[src/rtl/ort_pkg.sv]
package ort_pkg;

    typedef enum logic [2:0] {
        K_LOAD     = 3'd0,
        K_IFETCH   = 3'd1,
        K_SPEC     = 3'd2,
        K_EXPOSE   = 3'd3,
        K_VALIDATE = 3'd4
    } rd_kind_e;

    typedef enum logic [1:0] {
        ST_READY   = 2'd0,
        ST_MERGED  = 2'd1,
        ST_ALIASED = 2'd2,
        ST_FULL    = 2'd3
    } rd_status_e;

    function automatic logic kind_is_spec(input logic [2:0] k);
        return k == K_SPEC;
    endfunction

    function automatic logic kind_has_payload(input logic [2:0] k);
        return k != K_EXPOSE;
    endfunction

    function automatic logic kind_returns_data(input logic [2:0] k);
        return (k != K_EXPOSE) && (k != K_VALIDATE);
    endfunction

endpackage

[src/rtl/ort_match.sv]
module ort_match #(
    parameter int ENTRIES = 8,
    parameter int LINE_W  = 28,
    localparam int IDX_W  = $clog2(ENTRIES)
) (
    input  logic [ENTRIES-1:0]        vld,
    input  logic [ENTRIES*LINE_W-1:0] lines,
    input  logic [LINE_W-1:0]         probe,
    output logic                      hit,
    output logic [IDX_W-1:0]          hit_idx
);
    always_comb begin
        hit     = 1'b0;
        hit_idx = '0;
        for (int i = 0; i < ENTRIES; i++) begin
            if (vld[i] && (lines[i*LINE_W +: LINE_W] == probe)) begin
                hit     = 1'b1;
                hit_idx = IDX_W'(i);
            end
        end
    end
endmodule

[src/rtl/ort_pick_free.sv]
module ort_pick_free #(
    parameter int ENTRIES = 8,
    localparam int IDX_W  = $clog2(ENTRIES)
) (
    input  logic [ENTRIES-1:0] vld,
    output logic               found,
    output logic [IDX_W-1:0]   idx
);
    always_comb begin
        found = 1'b0;
        idx   = '0;
        for (int i = ENTRIES - 1; i >= 0; i--) begin
            if (!vld[i]) begin
                found = 1'b1;
                idx   = IDX_W'(i);
            end
        end
    end
endmodule

[src/rtl/ort_drain.sv]
module ort_drain
    import ort_pkg::*;
#(
    parameter int LINE_BYTES = 16,
    parameter int MAX_BYTES  = 4,
    parameter int TAG_W      = 6,
    parameter int ENTRIES    = 8,
    parameter int DEPS       = 4,
    localparam int OFF_W     = $clog2(LINE_BYTES),
    localparam int SZ_W      = $clog2(MAX_BYTES + 1),
    localparam int IDX_W     = $clog2(ENTRIES),
    localparam int DCNT_W    = $clog2(DEPS + 1)
) (
    input  logic                    clk,
    input  logic                    rst,
    input  logic                    start,
    input  logic [IDX_W-1:0]        start_idx,
    input  logic [8*LINE_BYTES-1:0] start_data,
    input  logic                    start_ext,
    input  logic [TAG_W-1:0]        cur_tag,
    input  logic [2:0]              cur_kind,
    input  logic [OFF_W-1:0]        cur_off,
    input  logic [SZ_W-1:0]         cur_size,
    input  logic [DCNT_W-1:0]       cur_cnt,
    input  logic                    cpl_ready,
    output logic                    busy,
    output logic [IDX_W-1:0]        idx,
    output logic [DCNT_W-1:0]       pos,
    output logic                    done,
    output logic                    cpl_valid,
    output logic [TAG_W-1:0]        cpl_tag,
    output logic [8*MAX_BYTES-1:0]  cpl_data,
    output logic                    cpl_has_data,
    output logic                    cpl_local_hit
);
    logic [8*LINE_BYTES-1:0] line_q;
    logic                    ext_q;
    logic                    take;
    logic                    is_last;

    assign take    = busy && cpl_ready;
    assign is_last = (pos == cur_cnt);
    assign done    = take && is_last;

    always_ff @(posedge clk) begin
        if (rst) begin
            busy <= 1'b0;
            idx  <= '0;
            pos  <= '0;
        end else if (start) begin
            busy <= 1'b1;
            idx  <= start_idx;
            pos  <= '0;
        end else if (take) begin
            if (is_last) begin
                busy <= 1'b0;
            end else begin
                pos <= pos + DCNT_W'(1);
            end
        end
    end

    always_ff @(posedge clk) begin
        if (start) begin
            line_q <= start_data;
            ext_q  <= start_ext;
        end
    end

    assign cpl_valid     = busy;
    assign cpl_tag       = cur_tag;
    assign cpl_has_data  = kind_returns_data(cur_kind);
    assign cpl_local_hit = kind_is_spec(cur_kind) && !ext_q;

    always_comb begin
        int b;
        cpl_data = '0;
        for (int j = 0; j < MAX_BYTES; j++) begin
            b = int'(cur_off) + j;
            if (cpl_has_data && (j < int'(cur_size)) && (b < LINE_BYTES)) begin
                cpl_data[j*8 +: 8] = line_q[b*8 +: 8];
            end
        end
    end
endmodule

[src/rtl/ort_read_table.sv]
module ort_read_table
    import ort_pkg::*;
#(
    parameter int ADDR_W     = 32,
    parameter int LINE_BYTES = 16,
    parameter int ENTRIES    = 8,
    parameter int DEPS       = 4,
    parameter int TAG_W      = 6,
    parameter int MAX_BYTES  = 4,
    parameter int CNT_W      = 16,
    localparam int OFF_W     = $clog2(LINE_BYTES),
    localparam int LINE_W    = ADDR_W - OFF_W,
    localparam int SZ_W      = $clog2(MAX_BYTES + 1),
    localparam int IDX_W     = $clog2(ENTRIES),
    localparam int DCNT_W    = $clog2(DEPS + 1),
    localparam int DSL_W     = $clog2(DEPS)
) (
    input  logic                    clk,
    input  logic                    rst,
    input  logic                    req_valid,
    input  logic [2:0]              req_kind,
    input  logic [ADDR_W-1:0]       req_addr,
    input  logic [SZ_W-1:0]         req_size,
    input  logic [TAG_W-1:0]        req_tag,
    output logic [1:0]              req_status,
    output logic                    iss_valid,
    output logic [LINE_W-1:0]       iss_line,
    output logic                    iss_payload,
    input  logic                    rsp_valid,
    output logic                    rsp_ready,
    input  logic [LINE_W-1:0]       rsp_line,
    input  logic [8*LINE_BYTES-1:0] rsp_data,
    input  logic                    rsp_external,
    output logic                    cpl_valid,
    input  logic                    cpl_ready,
    output logic [TAG_W-1:0]        cpl_tag,
    output logic [8*MAX_BYTES-1:0]  cpl_data,
    output logic                    cpl_has_data,
    output logic                    cpl_local_hit,
    output logic [CNT_W-1:0]        alias_count
);
    typedef struct packed {
        logic [TAG_W-1:0] tag;
        logic [2:0]       kind;
        logic [OFF_W-1:0] off;
        logic [SZ_W-1:0]  size;
    } rec_t;

    // slot storage
    logic [ENTRIES-1:0]        ent_vld;
    logic [LINE_W-1:0]         ent_line [ENTRIES];
    rec_t                      ent_pri  [ENTRIES];
    rec_t                      ent_dep  [ENTRIES][DEPS];
    logic [DCNT_W-1:0]         ent_cnt  [ENTRIES];
    logic [ENTRIES*LINE_W-1:0] line_flat;

    for (genvar g = 0; g < ENTRIES; g++) begin : g_flat
        assign line_flat[g*LINE_W +: LINE_W] = ent_line[g];
    end

    // request decode
    logic [LINE_W-1:0] req_line;
    rec_t              new_rec;
    assign req_line     = req_addr[ADDR_W-1:OFF_W];
    assign new_rec.tag  = req_tag;
    assign new_rec.kind = req_kind;
    assign new_rec.off  = req_addr[OFF_W-1:0];
    assign new_rec.size = req_size;

    logic             req_hit, rsp_hit, free_ok;
    logic [IDX_W-1:0] req_idx, rsp_idx, free_idx;

    ort_match #(.ENTRIES(ENTRIES), .LINE_W(LINE_W)) u_match_req (
        .vld(ent_vld), .lines(line_flat), .probe(req_line),
        .hit(req_hit), .hit_idx(req_idx)
    );

    ort_match #(.ENTRIES(ENTRIES), .LINE_W(LINE_W)) u_match_rsp (
        .vld(ent_vld), .lines(line_flat), .probe(rsp_line),
        .hit(rsp_hit), .hit_idx(rsp_idx)
    );

    ort_pick_free #(.ENTRIES(ENTRIES)) u_free (
        .vld(ent_vld), .found(free_ok), .idx(free_idx)
    );

    // drain engine interface
    logic              drn_busy, drn_done, rsp_take;
    logic [IDX_W-1:0]  drn_idx;
    logic [DCNT_W-1:0] drn_pos;
    rec_t              cur_rec;

    always_comb begin
        if (drn_pos == '0) begin
            cur_rec = ent_pri[drn_idx];
        end else begin
            cur_rec = ent_dep[drn_idx][DSL_W'(drn_pos - DCNT_W'(1))];
        end
    end

    // status decision
    rd_status_e status;
    logic       hit_draining;
    assign hit_draining = drn_busy && (drn_idx == req_idx);

    always_comb begin
        if (!req_hit) begin
            status = free_ok ? ST_READY : ST_FULL;
        end else if (kind_is_spec(req_kind) && kind_is_spec(ent_pri[req_idx].kind)
                     && !hit_draining && (ent_cnt[req_idx] < DCNT_W'(DEPS))) begin
            status = ST_MERGED;
        end else begin
            status = ST_ALIASED;
        end
    end

    logic do_alloc, do_merge, do_alias;
    assign do_alloc = req_valid && (status == ST_READY);
    assign do_merge = req_valid && (status == ST_MERGED);
    assign do_alias = req_valid && (status == ST_ALIASED);

    assign req_status  = status;
    assign iss_valid   = do_alloc;
    assign iss_line    = req_line;
    assign iss_payload = kind_has_payload(req_kind);

    assign rsp_ready = !drn_busy;
    assign rsp_take  = rsp_valid && !drn_busy && rsp_hit;

    // control state
    always_ff @(posedge clk) begin
        if (rst) begin
            ent_vld     <= '0;
            alias_count <= '0;
        end else begin
            if (do_alloc) ent_vld[free_idx] <= 1'b1;
            if (drn_done) ent_vld[drn_idx]  <= 1'b0;
            if (do_alias) alias_count <= alias_count + CNT_W'(1);
        end
    end

    always_ff @(posedge clk) begin
        if (rst) begin
            for (int i = 0; i < ENTRIES; i++) ent_cnt[i] <= '0;
        end else if (do_alloc) begin
            ent_cnt[free_idx] <= '0;
        end else if (do_merge) begin
            ent_cnt[req_idx] <= ent_cnt[req_idx] + DCNT_W'(1);
        end
    end

    // payload storage, no reset needed
    always_ff @(posedge clk) begin
        if (do_alloc) begin
            ent_line[free_idx] <= req_line;
            ent_pri[free_idx]  <= new_rec;
        end
        if (do_merge) begin
            ent_dep[req_idx][DSL_W'(ent_cnt[req_idx])] <= new_rec;
        end
    end

    ort_drain #(
        .LINE_BYTES(LINE_BYTES), .MAX_BYTES(MAX_BYTES), .TAG_W(TAG_W),
        .ENTRIES(ENTRIES), .DEPS(DEPS)
    ) u_drain (
        .clk(clk), .rst(rst),
        .start(rsp_take), .start_idx(rsp_idx),
        .start_data(rsp_data), .start_ext(rsp_external),
        .cur_tag(cur_rec.tag), .cur_kind(cur_rec.kind),
        .cur_off(cur_rec.off), .cur_size(cur_rec.size),
        .cur_cnt(ent_cnt[drn_idx]),
        .cpl_ready(cpl_ready),
        .busy(drn_busy), .idx(drn_idx), .pos(drn_pos), .done(drn_done),
        .cpl_valid(cpl_valid), .cpl_tag(cpl_tag), .cpl_data(cpl_data),
        .cpl_has_data(cpl_has_data), .cpl_local_hit(cpl_local_hit)
    );
endmodule

[config.mk]
export PLATFORM = sky130hd
export DESIGN_NAME = ort_read_table
export DESIGN_NICKNAME = d
export VERILOG_FILES = /design/src/rtl/ort_pkg.sv /design/src/rtl/ort_match.sv /design/src/rtl/ort_pick_free.sv /design/src/rtl/ort_drain.sv /design/src/rtl/ort_read_table.sv
export SDC_FILE = /design/constraint.sdc
export NUM_CORES = 2
export LEC_CHECK = 0
export ABC_AREA = 0
export ABC_CLOCK_PERIOD_IN_PS = 15200
export BUFFER_PORTS_ARGS = -buffer_cell sky130_fd_sc_hd__buf_4
export CORE_MARGIN = 1.5
export CORE_UTILIZATION = 45
export CTS_CLUSTER_DIAMETER = 200
export CTS_CLUSTER_SIZE = 28
export DETAILED_ROUTE_END_ITERATION = 12
export MAX_ROUTING_LAYER = met4
export SLEW_MARGIN = 5
export SYNTH_ARGS = -nofsm -noshare
export SYNTH_HDL_FRONTEND = slang
export SYNTH_SLANG_ARGS = --single-unit
[constraint.sdc]
create_clock -name clk -period 15.2 [get_ports clk]
set_input_delay 0.76 -clock clk [delete_from_list [all_inputs] [get_ports clk]]
set_output_delay 0.76 -clock clk [all_outputs]
set_load 0.02 [all_outputs]
==> impl_metrics.json <==
{
  "fmax_mhz": 132,
  "postSynthAreaPerCell_um2": 15.8,
  "cts.repair.resized": 0,
  "yosysWarnings": 0,
  "maxSlewViolCount": 0,
  "timing.hold.ws_ns": 0.244,
  "fin_crit_sh_pct": 50.0,
  "grt_usage_pct": 26.6,
  "timing.slew.headroom_pct": 20.3,
  "num_vias": 28700,
  "arrival_ns": 6.84,
  "cts_setup_buffers": 0,
  "avgViaCountPerCell": 6.11,
  "nets": 3481,
  "tritoncts": "done",
  "setup_viol": 0,
  "start_util_pct": 45.3,
  "synth_xor_area_share_pct": 8.34,
  "clk_pin_slew_ns": 0.12,
  "ir_drop_v": 0.0000835,
  "reg2regPathDepth": 11,
  "cts_sinks": 1051,
  "ant_nets": 0,
  "crit_type": "reg -> out",
  "yosys_most_used_dff": "edfxtp_1",
  "cp_max_fo": 63,
  "grt_pass1_wl_mm": 202,
  "cap_violations": 0,
  "leakage_uw": 0.0169,
  "worst_pin_slew_ns": 1.20,
  "clockBufferDepth": 3,
  "dr.pass1.iters": 5,
  "period_needed_ns": 7.60,
  "drc_errors": 0,
  "drt-total-wl_mm": 142,
  "synth_nets": 3279,
  "clk-insertion-delay-late_ns": 0.69,
  "ctsHoldBuffers": 0,
  "core_mm2": 0.107,
  "root_buffer": "clkbuf_16",
  "yosysSeqAreaShare_pct": 64.6,
  "hold_viol_final": 0,
  "netlist_area_mm2": 0.0483,
  "overflow": 0,
  "syn2layout_area_growth_pct": 10.1,
  "min_delay_path_depth": 1,
  "rsz0062_at_grt": "false",
  "status": "complete, no violations",
  "antenna_found_initial": 4,
  "n_fill_cell": 8839,
  "htree_levels": 2,
  "port_buffers": 295,
  "drt_iter0_drc": 3228,
  "grt_start_max_net_pins": 102,
  "io_pins": 296,
  "wire_per_inst_um": 30.3,
  "die_y_um": 331,
  "yosys.area_share.simple_pct": 7.53,
  "gp_congestion": 0.910,
  "finalClockSkew_ns": 0.0415,
  "start_kind": "flip-flop",
  "grt_pass1_vias": 28400,
  "p_total_uw": 5020,
  "die_area_mm2": 0.109,
  "synth-edff-count": 1017,
  "finalSetupTns_ns": 0,
  "synth.distinct_cells": 78,
  "critPathRequiredTime_ns": 14.44,
  "synth_fa_ha_area_share_pct": 0.181,
  "drive_above_1_share_pct": 22.3,
  "die_w_um": 331,
  "power_density_mw_per_mm2": 94.4,
  "worstHoldPathType": "in -> reg",
  "synth_compound_area_share_pct": 2.95,
  "row_count": 120,
  "synth_top_family_by_area": "multiplexers",
  "syn_inst": 3066,
  "ys_async_sr_fraction_pct": 0,
  "synthMuxAreaShare_pct": 14.0,
  "dpl.hpwl_mm": 89.8,
  "synth_seq_cells": 1051,
  "numCtsBuffers": 43,
  "end_kind": "output port"
}
## final timing paths
check                  startpoint                   to  slack [ns]
setup / recovery        flip-flop         cpl_data[25]        7.60
hold / removal      rsp_data[126]  u_drain.line_q[126]        0.24
setup reg to reg  ent_line[2][22]       ent_dep[1][56]        9.30
hold reg to reg   alias_count[15]      alias_count[15]        0.51
## state kept, by name (all words and copies together) (netlist names), named ones only
signal,cells
u_drain.pos,3
ent_line,224
u_drain.busy,1
u_drain.line_q,128
alias_count,16
ent_vld,8
u_drain.ext_q,1
ent_dep,512
ent_pri,128
u_drain.idx,3
ent_cnt,24
## cell usage after synthesis, types with 4 or more instances
master | count | area share [%]
a211oi_1 | 30 | 0.47
a21o_1 | 4 | 0.062
a21oi_1 | 36 | 0.37
a221oi_1 | 4 | 0.073
a22o_1 | 8 | 0.15
a311oi_1 | 12 | 0.22
a31o_2 | 5 | 0.091
a31oi_1 | 10 | 0.13
and2_1 | 18 | 0.23
and3_1 | 15 | 0.19
buf_1 | 12 | 0.093
buf_2 | 51 | 0.53
buf_4 | 38 | 0.59
buf_6 | 10 | 0.23
clkbuf_1 | 85 | 0.66
dfxtp_1 | 34 | 1.4
edfxtp_1 | 1017 | 63
ha_1 | 7 | 0.18
inv_1 | 31 | 0.24
mux2_2 | 30 | 0.70
mux2i_1 | 168 | 3.5
mux4_2 | 208 | 9.7
nand2_1 | 152 | 1.2
nand2b_1 | 17 | 0.22
nand3_1 | 43 | 0.45
nand4_1 | 105 | 1.4
nand4_2 | 7 | 0.18
nor2_1 | 184 | 1.4
nor2b_1 | 18 | 0.23
nor3_1 | 27 | 0.28
nor3b_1 | 14 | 0.22
nor4_1 | 66 | 0.85
o211ai_1 | 7 | 0.11
o21a_1 | 5 | 0.078
o21ai_0 | 54 | 0.56
o221ai_1 | 4 | 0.073
o22ai_1 | 7 | 0.091
or2_1 | 5 | 0.065
or3_1 | 11 | 0.14
xnor2_1 | 269 | 4.9
xnor2_2 | 12 | 0.40
xor2_1 | 169 | 3.1
## cell usage in the layout (no fill, tap or decap), drive strengths merged, types with 9 or more instances in the layout
cell type	count
a211oi	30
a21oi	36
a311oi	12
a31oi	10
and2	18
and3	15
buf	353
clkbuf	65
dfxtp	34
edfxtp	1017
inv	34
mux2	33
mux2i	169
mux4	208
nand2	153
nand2b	17
nand3	43
nand4	112
nor2	185
nor2b	18
nor3	28
nor3b	14
nor4	68
o21ai	57
or2	9
or3	11
xnor2	281
xor2	169
## cell type report
class	instances	area (µm²)	share of cell area, %
timing repair buffer	353	2660	5.01
multi-input combinational	1786	16200	30.4
antenna	3	7.51	0.0141
inverter	33	126	0.238
sequential	1051	31200	58.7
clock inverter	4	71.3	0.134
tap	1403	1760	3.30
clock buffer	65	1160	2.18
## kinds of logic after synthesis
kind of cell,count (synthesis)
flip-flops,1051
AND/OR/NAND/NOR,708
XOR/XNOR,450
multiplexers,410
buffers and inverters,229
AO/OA/AOI/OAI,211
adder cells (fa/ha/maj),7
## worst max-delay path: stages (launching register included)
cell and delay, ns:
dfxtp_4 0.67, buf_4 0.66, buf_4 0.79, mux4_2 0.36, a211oi_1 0.11, a21oi_4 0.20
buf_4 0.77, buf_4 0.92, mux2i_1 0.22, mux4_2 0.51, a211oi_1 0.49, buf_4 0.24
## metrics by stage
stage | instance area [µm²] | setup WS (ns) | cells | util [%]
after detailed placement | 51900 | 8.35 | 4626 | 48.7
after CTS | 53200 | 7.60 | 4695 | 49.8
after global placement | 51900 | 8.35 | 4626 | 48.7
after global routing | 53200 | 7.30 | 4697 | 49.8
after floorplan | 48300 | 9.31 | 3066 | -
final | 53200 | 7.60 | 4698 | 49.8
## per-layer routing
layer	part of all wire, %	track usage (%)	vias to the layer above
met4	2.6	6.73	0
met5	0	-	-
met3	7.4	3.46	190
met2	47	41.3	1359
li1	-	-	12200
met1	43	37.2	15000
## report_power, final
part           leakage, µW  total (µW)  switching (µW)  internal, µW
registers          0.00948        3200            11.5          3190
clock network     0.000586        1440             893           543
logic              0.00688         388             248           140
total               0.0169        5020            1150          3870
(Power assumes the default switching activity.)
